### src/rtl/lpm_ctrl.sv
module lpm_ctrl #(
  parameter int PLL_LOCK_CYC  = 4,
  parameter int FLASH_RDY_CYC = 3
) (
  input  logic       clk,
  input  logic       rst_n,
  input  logic       wfi_req,
  input  logic       wfe_req,
  input  logic       sev_in,
  input  logic       ext_evt,
  input  logic       irq_pend,
  input  logic       hdl_ret,
  input  logic       deep_sel,
  input  logic       sleep_on_exit,
  output logic       core_clk_en,
  output logic       sys_clk_en,
  output logic       pll_en,
  output logic       flash_en,
  output logic [2:0] pwr_state,
  output logic       ev_flag,
  output logic       restore_pulse
);
  localparam int CMAX = (PLL_LOCK_CYC > FLASH_RDY_CYC) ? PLL_LOCK_CYC : FLASH_RDY_CYC;
  localparam int CW   = (CMAX > 1) ? $clog2(CMAX + 1) : 1;
  localparam logic [CW-1:0] PLL_LAST = CW'(PLL_LOCK_CYC - 1);
  localparam logic [CW-1:0] FL_LAST  = CW'(FLASH_RDY_CYC - 1);

  typedef enum logic [2:0] {
    S_RUN  = 3'd0,
    S_SLP  = 3'd1,
    S_DSLP = 3'd2,
    S_WPLL = 3'd3,
    S_WFL  = 3'd4,
    S_WSYS = 3'd5
  } st_t;

  st_t           st, nxt;
  logic [CW-1:0] cnt;
  logic          ev_q, was_run;
  logic          go_sleep, wake, wfe_only;

  assign wfe_only = ~wfi_req & wfe_req;
  assign go_sleep = (wfi_req & ~irq_pend)
                  | (wfe_only & ~ev_q)
                  | (~wfi_req & ~wfe_req & hdl_ret & sleep_on_exit & ~irq_pend);
  assign wake     = ((st == S_SLP) | (st == S_DSLP)) & irq_pend;

  always_comb begin
    nxt = st;
    case (st)
      S_RUN:   if (go_sleep) nxt = deep_sel ? S_DSLP : S_SLP;
      S_SLP:   if (irq_pend) nxt = S_RUN;
      S_DSLP:  if (irq_pend) nxt = S_WPLL;
      S_WPLL:  if (cnt == PLL_LAST) nxt = S_WFL;
      S_WFL:   if (cnt == FL_LAST) nxt = S_WSYS;
      S_WSYS:  nxt = S_RUN;
      default: nxt = S_RUN;
    endcase
  end

  always_ff @(posedge clk or negedge rst_n) begin
    if (!rst_n) begin
      st      <= S_RUN;
      cnt     <= '0;
      ev_q    <= 1'b0;
      was_run <= 1'b1;
    end else begin
      st      <= nxt;
      was_run <= (st == S_RUN);
      if ((st == S_WPLL || st == S_WFL) && nxt == st)
        cnt <= cnt + 1'b1;
      else
        cnt <= '0;
      if (sev_in | ext_evt | wake)
        ev_q <= 1'b1;
      else if ((st == S_RUN) & wfe_only & ev_q)
        ev_q <= 1'b0;
    end
  end

  assign core_clk_en   = (st == S_RUN);
  assign sys_clk_en    = (st == S_RUN) | (st == S_SLP) | (st == S_WSYS);
  assign pll_en        = (st != S_DSLP);
  assign flash_en      = (st != S_DSLP) & (st != S_WPLL);
  assign pwr_state     = st;
  assign ev_flag       = ev_q;
  assign restore_pulse = (st == S_RUN) & ~was_run;
endmodule

### config.mk
export PLATFORM = sky130hd
export DESIGN_NAME = lpm_ctrl
export DESIGN_NICKNAME = d
export VERILOG_FILES = /design/src/rtl/lpm_ctrl.sv
export SDC_FILE = /design/constraint.sdc
export NUM_CORES = 1
export LEC_CHECK = 0
export BUFFER_PORTS_ARGS = -buffer_cell sky130_fd_sc_hd__buf_2
export CORE_AREA = 10 10 58 60
export CTS_CLUSTER_DIAMETER = 120
export DETAILED_ROUTE_END_ITERATION = 10
export DIE_AREA = 0 0 68 70
export HOLD_SLACK_MARGIN = 0.08
export SLEW_MARGIN = 20
export SYNTH_ARGS = -nofsm -noshare
export SYNTH_HDL_FRONTEND = slang
export SYNTH_SLANG_ARGS = --single-unit
export TNS_END_PERCENT = 100
### constraint.sdc
create_clock -name clk -period 3.43 [get_ports clk]
set_input_delay 0.1715 -clock clk [delete_from_list [all_inputs] [get_ports clk]]
set_output_delay 0.1715 -clock clk [all_outputs]
set_load 0.05 [all_outputs]
**Word level (Yosys, flattened, before mapping)**

Index checks and enable logic that the tools add are counted.

- Register bits after elaboration: 8

- Reduce and logical (&&, ||, !) cells: 4
- Bitwise logic cells: 24
- Equal/unequal tests: 10
- Mux-type cells: 10
- $add $sub $neg: 1

Operators by type and width:

| kind | number |
|---|---|
| $mux W3 | 6 |
| $pmux W3 S5 | 1 |
| $and A1 B1 Y1 | 12 |
| $eq A3 B2 Y1 const B | 4 |
| $or A1 B1 Y1 | 7 |
| $eq A3 B3 Y1 const B | 2 |
| $ne A3 B2 Y1 const B | 2 |
| $not A1 Y1 | 5 |
| $add A3 B1 Y3 const B | 1 |
| $eq A3 B1 Y1 const B | 1 |
| $eq A3 B3 Y1 | 1 |
| $logic_not A3 Y1 | 1 |
| $mux W1 | 2 |
| $mux W2 | 1 |
| $reduce_bool A2 Y1 | 1 |
| $logic_and A1 B1 Y1 | 1 |
| $logic_or A1 B1 Y1 | 1 |

**Logic depth before layout (Yosys ltp)**

Gate-level depths: netlist of run 1.

- Word-level depth: 11
- Gate-level depth with buffers: 5
- Mapped depth without buffers: 5

**Worst setup path before layout of run 1**

Ideal clock, no wire load.

- Kind: register -> output
- Start point: register st[0] (netlist: pwr_state[0])
- End point: output restore_pulse
- Buffers on the path: 1
- Required time: 3.259 ns
- Stages on the path, launching flop included: 3
- Arrival time: 2.386 ns
- Slack: 0.872 ns
- Path through: dfrtp_1 > buf_2 > nor4_1

- Cells in the longest elaborated chain, start to end: 2

Ends and longest elaborated chain:

| what | line | source |
|---|---|---|
| start, declared | 37 | `st_t st, nxt;` |
| start signal, assigned | 68 | `st <= nxt;` |
| $logic_not A3 Y1 | 87 | `assign restore_pulse = (st == S_RUN) & ~was_run;` |
| $and A1 B1 Y1 | 87 |  |
| end, declared | 21 | `output logic restore_pulse` |

No other way between the ends.

**Worst setup path in the final report of run 1**

Ends and elaborated chain as after synthesis.

==> impl_metrics.env, run 1 <==
export IMPL_worst_path_buf_inv=1
export IMPL_critPathMaxStageDelay_ns=0.52
export IMPL_power_density_mw_per_mm2=936
export IMPL_vdd_drop_max_uv=334
export IMPL_synthesis_area_um2=492
export IMPL_holdBufCountCts=1
export IMPL_hold_end="ev_flag$_DFFE_PN0P_"
export IMPL_track_usage_pct=5.21
export IMPL_yosysTopAreaCell="dfrtp_1"
export IMPL_fp_dieW_um=68
export IMPL_die_area_mm2=0.00476
export IMPL_synth_ff_latch_count=8
export IMPL_synth_top_area_share_pct=35.6
export IMPL_crit_slowest_cell="dfrtp_1"
export IMPL_die_h_um=70
export IMPL_r2r_start="pwr_state[0]$_DFF_PN0_"
export IMPL_hold_worst_slack_ns=0.0994
export IMPL_utilization_pct=27.1
export IMPL_holdPathStages=2
export IMPL_gp_congestion=0.810
export IMPL_io_pins=19
export IMPL_slew_violations=0
export IMPL_arrival_ns=1.41
export IMPL_p_leak_nw=0.291
export IMPL_viasPerCell=4.21
export IMPL_post_cts_repair_setup_buffers=0
export IMPL_drv_cap=0
export IMPL_clkSinkCount=8
export IMPL_grt_antenna_before_repair=0
export IMPL_relSlewSlack_pct=71.7
export IMPL_worstHoldPathType="in2reg"
export IMPL_finalCriticalPeriod_ns=1.59
export IMPL_syn_area_per_cell_um2=10.2
export IMPL_fin_crit_sh_pct=46.2
export IMPL_hold_viol=0
export IMPL_multiInputGateArea_um2=250
export IMPL_hold_start="ext_evt"
export IMPL_cp_max_fo=12
export IMPL_cts_buffers=3
export IMPL_grt_max_degree=13
export IMPL_first_pass_iters=4
export IMPL_grt_pass1_wl_mm=1.90
export IMPL_worst_pin_slew_ns=0.425
export IMPL_ff2ff_setup_slack_ns=1.98
export IMPL_final_cell_area_um2=634
export IMPL_grt_pass1_vias=422
export IMPL_skew_ns=0.00433
export IMPL_dr_first_iter_drc_count=24
export IMPL_grt_ovfl_total=0
export IMPL_vias=413
export IMPL_crit_family="flip-flops"
export IMPL_seq_area_frac_synth_pct=41.0
export IMPL_final_cells=98
export IMPL_clkSlewWorstSetupHoldPaths_ns=0.06
export IMPL_syn2layout_area_growth_pct=29.0
export IMPL_synth_cells=48
export IMPL_start_util_pct=21.0
export IMPL_seqCellArea_um2=201
export IMPL_dpl_cell_area_um2=598
export IMPL_critPathLaunchType="register"
export IMPL_end_kind="output port"
export IMPL_mostFrequentLayoutCell="buf_2"
export IMPL_totalWireLength_mm=1.12
export IMPL_final_nets=82
export IMPL_fill_cells=271
export IMPL_antenna_left=0
export IMPL_layout_common_cells="18 x buf_2, 7 x dfrtp_1, 5 x inv_1"
export IMPL_cts_tree="done"
export IMPL_synth_distinct_cells=27
export IMPL_setup_viol=0
export IMPL_rr_endpoint="ev_flag$_DFFE_PN0P_"
export IMPL_clk_latency_ns=0.26
export IMPL_io_buffers=18
export IMPL_synth_nets=61
export IMPL_reg2regPathDepth=3
export IMPL_synth_edf_count=0
export IMPL_rows=18
export IMPL_hpwl_um=936
export IMPL_cts_resized=0
export IMPL_yosys_warnings=0
export IMPL_path_class="reg2out"
export IMPL_maxClockFrequency_mhz=631
export IMPL_ys_flop_type="dfrtp_1"
export IMPL_crit_required_ns=3.26
export IMPL_clock_root_buffer="clkbuf_4"
export IMPL_rsz0062_at_grt="false"
export IMPL_fin_setup_tns_ns=0
export IMPL_placedCellCount=93
export IMPL_ys_async_sr_fraction_pct=100
export IMPL_status="finished clean"
export IMPL_cts_max_path_buffers=2
export IMPL_drive_gt1_share_pct=38.2
export IMPL_synthTopCellsByArea="dfrtp_1 36%, ha_1 7.6%, dfstp_2 5.3%"
export IMPL_core_area_mm2=0.00234
export IMPL_drc=0
export IMPL_wl_per_cell_um=11.4
export IMPL_crit_chain="nor4_1 -> buf_2"
export IMPL_antenna_cells=0
export IMPL_htree_num_levels=1
==> sequential cells by signal, summed over array words and instances (netlist names) <==
signal / cells
was_run: 1
ev_flag: 1
cnt: 3
pwr_state: 3
==> cell families after synthesis <==
family / count (synthesis) / share of synthesized area, %
AO/OA/AOI/OAI: 9 / 13.5
buffers and inverters: 8 / 8.14
AND/OR/NAND/NOR: 19 / 28.0
XOR/XNOR: 1 / 1.78
flip-flops: 8 / 41.0
adder cells (fa/ha/maj): 3 / 7.63
==> through the flow <==
step / power (W) / setup WS, ns
floorplan: 0.000451 / 0.872
global placement: 0.000515 / 2.06
detailed placement: 0.000522 / 1.98
CTS: 0.000604 / 1.82
global route: 0.000646 / 1.67
finish: 0.000594 / 1.84
==> cells in the mapped netlist (all sizes together), types with 2 or more instances <==
master / n
a21oi: 3
buf: 3
dfrtp: 7
ha: 3
inv: 5
nand2: 2
nor2: 3
nor2b: 2
nor3: 2
nor3b: 4
==> final cells by class <==
class	instances	share of cell area, %
Sequential cell	8	31.8
Clock buffer	4	4.14
Tap cell	30	5.92
Inverter	5	2.96
Multi-Input combinational cell	32	39.4
Timing Repair Buffer	19	15.8
==> metal layers <==
metal	GRT usage, %	vias to the layer above	wire, um
met5	0	-	0
met4	2.01	0	0
met3	4.94	0	183
met2	6.63	18	461
met1	5.80	182	473
li1	-	213	-
==> worst max path at each step <==
stage,start,endpoint,slack (ns),depth (start not counted)
after detailed placement,pwr_state[0]$_DFF_PN0_,ev_flag$_DFFE_PN0P_,1.98,3
after global placement,pwr_state[0]$_DFF_PN0_,ev_flag$_DFFE_PN0P_,2.06,3
after floorplan,pwr_state[0]$_DFF_PN0_,restore_pulse,0.87,2
after CTS,pwr_state[0]$_DFF_PN0_,restore_pulse,1.82,2
final,pwr_state[0]$_DFF_PN0_,restore_pulse,1.84,2
after global routing,pwr_state[0]$_DFF_PN0_,restore_pulse,1.67,2
==> power by group <==
group / leakage, nW / switching (W) / internal (W)
clock: 0.0150 / 0.0000327 / 0.0000445
combinational: 0.181 / 0.000239 / 0.000101
sequential: 0.0952 / 0.0000508 / 0.000126
total: 0.291 / 0.000322 / 0.000271
Power figures use the tool's default switching activity.
==> inputs of run 2 (changes only) <==
- ABC_AREA: not set -> 1
- CORE_AREA: 10 10 58 60 -> 10 10 57 59
- DIE_AREA: 0 0 68 70 -> 0 0 67 69
- clock period: 3.43 -> 1.4 ns (I/O delays scaled with it)
==> impl_metrics.env, run 2 <==
export IMPL_clock_root_buffer="clkbuf_4"
export IMPL_worst_pin_slew_ns=0.254
export IMPL_maxClockFrequency_mhz=721
export IMPL_totalWireLength_mm=1.24
export IMPL_antenna_cells=0
export IMPL_cts_buffers=3
export IMPL_rows=17
export IMPL_fin_setup_tns_ns=0
export IMPL_start_util_pct=21.7
export IMPL_setup_viol=0
export IMPL_synth_ff_latch_count=8
export IMPL_cts_max_path_buffers=2
export IMPL_p_clk_share_pct=12.2
export IMPL_final_cell_area_um2=756
export IMPL_place_worst_setup_slack_ns=0.0109
export IMPL_path_class="reg2reg"
export IMPL_critPathLaunchType="register"
export IMPL_grt_busiest_layer="met2"
export IMPL_yosysTopAreaCell="dfrtp_1"
export IMPL_ys_flop_type="dfrtp_1"
export IMPL_vdd_drop_max_uv=1090
export IMPL_worstHoldPathType="in2reg"
export IMPL_synthTopCellsByArea="dfrtp_1 38%, nand2_1 13%, ha_1 8.0%"
export IMPL_p_leak_nw=0.372
export IMPL_syn_area_per_cell_um2=7.53
export IMPL_io_pins=19
export IMPL_finalCriticalPeriod_ns=1.39
export IMPL_drive_gt1_share_pct=48.4
export IMPL_fp_dieW_um=67
export IMPL_die_h_um=69
export IMPL_synth_top_area_share_pct=37.5
export IMPL_seq_power_share_pct=23.0
export IMPL_dr_first_iter_drc_count=13
export IMPL_drc=0
export IMPL_grt_pass1_vias=453
export IMPL_htree_num_levels=1
export IMPL_relSlewSlack_pct=83.2
export IMPL_synth_nets=75
export IMPL_grt_ovfl_total=0
export IMPL_hpwl_um=994
export IMPL_grt_pass1_wl_mm=1.95
export IMPL_gp_congestion=0.848
export IMPL_grt_max_degree=9
export IMPL_cts_tree="done"
export IMPL_vias=505
export IMPL_wl_per_cell_um=10.5
export IMPL_first_pass_iters=4
export IMPL_rsz0062_at_grt="true"
export IMPL_clkSinkCount=8
export IMPL_synth_most_common_cell="nand2_1"
export IMPL_clkSlewWorstSetupHoldPaths_ns=0.07
export IMPL_layout_common_cells="16 x buf_2, 13 x nand2_1, 8 x inv_1, 6 x nor2_1, 6 x nand3_1"
export IMPL_path_common_cell="nand2_2"
export IMPL_crit_chain="ha_2 -> ha_4 -> inv_1 -> nand2_2 -> nand2_2 -> nor2_4 -> nand3_1 -> nand3_4 -> nor2_1"
export IMPL_p_comb_share_pct=64.8
export IMPL_slew_violations=0
export IMPL_synthesis_area_um2=467
export IMPL_skew_ns=0.0161
export IMPL_grt_antenna_before_repair=0
export IMPL_status="finished clean"
export IMPL_die_area_mm2=0.00462
export IMPL_crit_slowest_cell="dfrtp_1"
export IMPL_io_buffers=18
export IMPL_synth_common_cells="16 x nand2_1, 9 x nor2_1, 8 x inv_1"
export IMPL_setup_slack_ns=0.0127
export IMPL_synth_edf_count=0
export IMPL_mostFrequentLayoutCell="buf_2"
export IMPL_power_density_mw_per_mm2=2150
export IMPL_antenna_left=0
export IMPL_ys_async_sr_fraction_pct=100
export IMPL_core_area_mm2=0.00215
export IMPL_drv_cap=0
export IMPL_yosys_warnings=0
export IMPL_synth_distinct_cells=15
export IMPL_cp_max_fo=3
export IMPL_syn2layout_area_growth_pct=61.9
export IMPL_p_int_w=0.000749
export IMPL_critPathMaxStageDelay_ns=0.40
export IMPL_utilization_pct=35.2
export IMPL_track_usage_pct=5.48
export IMPL_crit_family="simple AND/OR/NAND/NOR gates"
export IMPL_fin_crit_sh_pct=99.1
export IMPL_worst_path_buf_inv=1
export IMPL_viasPerCell=4.24
export IMPL_grtUsageMet3_pct=3.70
export IMPL_swShare_pct=53.8
export IMPL_crit_required_ns=1.60
export IMPL_end_kind="register"
export IMPL_grt_util_met1_pct=5.30
export IMPL_switchingPower_w=0.000873
export IMPL_grt_use_met2_pct=8.89
export IMPL_seq_area_frac_synth_pct=43.2
export IMPL_dpl_cell_area_um2=619
export IMPL_clk_latency_ns=0.26
export IMPL_synth_cells=62
export IMPL_hold_viol=0
export IMPL_arrival_ns=1.59
export IMPL_final_nets=105
export IMPL_power_w=0.00162
[run 2: cell types whose count changed in the layout (fill, tap and decap cells not counted), moves of 4 or more]
cell / delta
buf_4: +4
nand3_1: +6
nand2_2: +4
nand2_1: +11
[run 2: area by class of cell]
type,instances,area [um2]
timing repair buffer,25,163
sequential,8,205
tap,28,35.0
fill,231,1390
clock buffer,4,26.3
multi-input combinational,45,293
inverter,9,33.8
[run 2: worst paths after layout]
check	startpoint	end	slack [ns]	cells after the start
max in group asynchronous	rst_n	was_run$_DFF_PN1_	0.97	2
worst max register to register	cnt[0]$_DFF_PN0_	cnt[0]$_DFF_PN0_	0.01	9
worst max-delay path	cnt[0]$_DFF_PN0_	cnt[0]$_DFF_PN0_	0.01	9
min in group asynchronous	rst_n	pwr_state[1]$_DFF_PN0_	0.17	2
worst min register to register	cnt[0]$_DFF_PN0_	cnt[0]$_DFF_PN0_	0.46	1
worst min-delay path	deep_sel	pwr_state[1]$_DFF_PN0_	0.1	3
[run 2: power groups by stage]
stage	sequential, W	clock (W)	combinational, W
2_1_floorplan	0.000484	0	0.000559
3_3_place_gp	0.000389	0	0.000863
3_5_place_dp	0.000388	0	0.000868
4_1_cts	0.000373	0.000210	0.00101
5_1_grt	0.000384	0.000226	0.00112
6_report	0.000374	0.000197	0.00105
[run 2: routing by layer]
metal	up-vias	share of wire, %
li1	256	-
met1	234	36
met2	13	53
met3	2	9.2
met4	0	1.3
met5	-	0
[run 2: cells by family (layout without fill, tap and decap cells)]
family | count (synthesis) | in the layout | synth area share [%]
and+or+nand+nor | 40 | 40 | 39.4
buffers and inverters | 9 | 38 | 7.24
DFF | 8 | 8 | 43.2
adders and majority gates | 3 | 3 | 8.04
AOI/OAI and AO/OA | 2 | 2 | 2.14
[run 2: stage by stage]
stage | instances | hold WS [ns]
finish | 119 | 0.0976
global route | 119 | 0.0835
CTS | 119 | 0.0847
detailed placement | 109 | -0.0704
global placement | 109 | -0.0697
floorplan | 62 | -0.226
[run 2: worst reg2reg max path, delay by kind of cell (launching register included)]
| family | cells | cell delay, ns |
|---|---|---|
| buffers and inverters | 1 | 0.05 |
| AND/OR/NAND/NOR | 6 | 0.51 |
| adder cells (fa/ha/maj) | 2 | 0.35 |
| flip-flops | 1 | 0.40 |
[run 2: repair_timing]
item	CTS	global route
hold buffers	3	0
gates resized for setup	10	5
hold endpoints to repair	9	0
setup buffers	3	0
pin swaps	5	6
setup endpoints to repair	3	5
==> inputs of run 3 (changes only) <==
--- a/config.mk
+++ b/config.mk
@@ -11,2 +11,3 @@
 export CTS_CLUSTER_DIAMETER = 120
+export CTS_CLUSTER_SIZE = 16
 export DETAILED_ROUTE_END_ITERATION = 10
==> constraint.sdc (replaced) <==
create_clock -name clk -period 1.4 [get_ports clk]
set_input_delay 0.28 -clock clk [delete_from_list [all_inputs] [get_ports clk]]
set_output_delay 0.28 -clock clk [all_outputs]
set_load 0.05 [all_outputs]
==> impl_metrics.env, run 3 (synthesis results as in run 2) <==
export IMPL_crit_chain="buf_4 -> a21oi_4 -> buf_6"
export IMPL_critPathMaxStageDelay_ns=0.43
export IMPL_die_area_mm2=0.00462
export IMPL_ff2ff_setup_slack_ns=0.01
export IMPL_grt_pass1_wl_mm=2.23
export IMPL_p_int_w=0.000990
export IMPL_rsz0062_at_grt="true"
export IMPL_skew_ns=0.0169
export IMPL_layout_common_cells="12 x nand2_1, 11 x buf_2, 10 x buf_4, 6 x nand3_1"
export IMPL_crit_required_ns=1.12
export IMPL_dpl_cell_area_um2=646
export IMPL_worst_pin_slew_ns=0.257
export IMPL_viasPerCell=4.37
export IMPL_clkSlewWorstSetupHoldPaths_ns=0.07
export IMPL_placedCellCount=110
export IMPL_grt_util_met1_pct=5.95
export IMPL_start_util_pct=21.7
export IMPL_switchingPower_w=0.00100
export IMPL_grt_max_degree=9
export IMPL_violations="negative setup slack"
export IMPL_p_leak_nw=0.409
export IMPL_critPathLaunchType="register"
export IMPL_drv_cap=0
export IMPL_drive_gt1_share_pct=57.9
export IMPL_io_buffers=18
export IMPL_totalWireLength_mm=1.47
export IMPL_p_clk_share_pct=10.3
export IMPL_worstHoldPathType="in2reg"
export IMPL_power_density_mw_per_mm2=2310
export IMPL_antenna_cells=0
export IMPL_io_pins=19
export IMPL_final_cell_area_um2=862
export IMPL_cts_buffers=3
export IMPL_core_area_mm2=0.00215
export IMPL_hold_end="ev_flag$_DFFE_PN0P_"
export IMPL_relSlewSlack_pct=83.0
export IMPL_dr_first_iter_drc_count=36
export IMPL_first_pass_iters=6
export IMPL_grt_use_met2_pct=9.83
export IMPL_track_usage_pct=6.05
export IMPL_die_h_um=69
export IMPL_grt_ovfl_total=0
export IMPL_grtUsageMet3_pct=4.03
export IMPL_vdd_drop_max_uv=1120
export IMPL_vias=538
export IMPL_slew_violations=0
export IMPL_htree_num_levels=1
export IMPL_arrival_ns=1.18
export IMPL_status="finished, violations left"
export IMPL_syn2layout_area_growth_pct=84.7
export IMPL_hold_worst_slack_ns=0.213
export IMPL_grt_busiest_layer="met2"
export IMPL_grt_pass1_vias=512
export IMPL_reg2regPathDepth=10
export IMPL_setup_slack_ns=-0.0627
export IMPL_maxClockFrequency_mhz=684
export IMPL_wl_per_cell_um=11.9
export IMPL_path_class="reg2out"
export IMPL_hold_viol=0
export IMPL_cp_max_fo=3
export IMPL_clkSinkCount=8
export IMPL_final_cells=123
export IMPL_setup_viol=5
export IMPL_gp_congestion=0.770
export IMPL_seq_power_share_pct=18.5
export IMPL_fin_crit_sh_pct=104
export IMPL_grt_antenna_before_repair=0
export IMPL_end_kind="output port"
export IMPL_mostFrequentLayoutCell="nand2_1"
export IMPL_clock_root_buffer="clkbuf_4"
export IMPL_utilization_pct=40.1
export IMPL_cts_tree="done"
export IMPL_rows=17
export IMPL_fp_dieW_um=67
export IMPL_finalCriticalPeriod_ns=1.46
export IMPL_clk_latency_ns=0.27
export IMPL_drc=0
export IMPL_final_nets=109
export IMPL_rr_endpoint="cnt[0]$_DFF_PN0_"
export IMPL_r2r_start="cnt[1]$_DFF_PN0_"
export IMPL_p_comb_share_pct=71.2
export IMPL_crit_slowest_cell="dfrtp_2"
export IMPL_hpwl_um=996
export IMPL_holdPathStages=3
export IMPL_cts_max_path_buffers=2
export IMPL_swShare_pct=50.2
export IMPL_antenna_left=0
export IMPL_hold_start="sev_in"
==> run 3: cell count changes in the layout (fill, tap and decap cells not counted), moves of 2 or more <==
cell / delta
inv_4: +2
inv_1: -3
buf_4: +6
buf_8: +3
dlygate4sd3_1: -2
buf_2: -5
==> run 3: stage by stage <==
step                      total power [W]  TNS (ns)  setup WS [ns]
after detailed placement          0.00130         0        0.00802
after global routing              0.00210    -0.680        -0.0981
after floorplan                   0.00109   -0.0106        -0.0106
final                             0.00199    -0.223        -0.0627
after global placement            0.00130         0         0.0354
after CTS                         0.00184    -0.280        -0.0802
==> run 3: power groups by stage <==
stage | Combinational (W) | Clock [W] | Sequential (W)
floorplan | 0.000599 | 0 | 0.000493
global placement | 0.000899 | 0 | 0.000398
detailed placement | 0.000901 | 0 | 0.000401
CTS | 0.00126 | 0.000208 | 0.000367
finish | 0.00142 | 0.000205 | 0.000368
global route | 0.00150 | 0.000218 | 0.000376
==> run 3: worst max path at each step <==
stage | from | end | slack, ns | cells past startpoint
global route | pwr_state[2]$_DFF_PN0_ | restore_pulse | -0.1 | 4
CTS | pwr_state[1]$_DFF_PN0_ | restore_pulse | -0.08 | 4
global placement | pwr_state[0]$_DFF_PN0_ | restore_pulse | 0.04 | 4
finish | pwr_state[2]$_DFF_PN0_ | sys_clk_en | -0.06 | 3
detailed placement | cnt[0]$_DFF_PN0_ | cnt[0]$_DFF_PN0_ | 0.008 | 10
floorplan | pwr_state[2]$_DFF_PN0_ | restore_pulse | -0.01 | 3
==> run 3: timing repair <==
action	in CTS	in global routing
gates cloned	0	0
hold endpoints to repair	7	0
pin swaps	3	6
setup endpoints to repair	5	9
setup buffers	6	2
resized for setup	15	18
hold buffers	1	0
==> run 3: area by class of cell <==
type	count	area [um2]
Fill cell	223	1290
Clock buffer	4	26.3
Inverter	9	42.5
Multi-Input combinational cell	45	318
Tap cell	28	35.0
Sequential cell	8	205
Timing Repair Buffer	29	235
==> run 3: worst max-delay path: cells and delay by family (launching register included) <==
kind                   cells  cell delay (ns)
buffers and inverters      2             0.33
DFF                        1             0.43
AOI/OAI and AO/OA          1             0.14
==> run 3: layer usage <==
| layer | routed length [um] | part of all wire [%] |
|---|---|---|
| met1 | 499 | 34 |
| met5 | 0 | 0 |
| met3 | 157 | 11 |
| met2 | 797 | 54 |
| met4 | 11 | 0.75 |
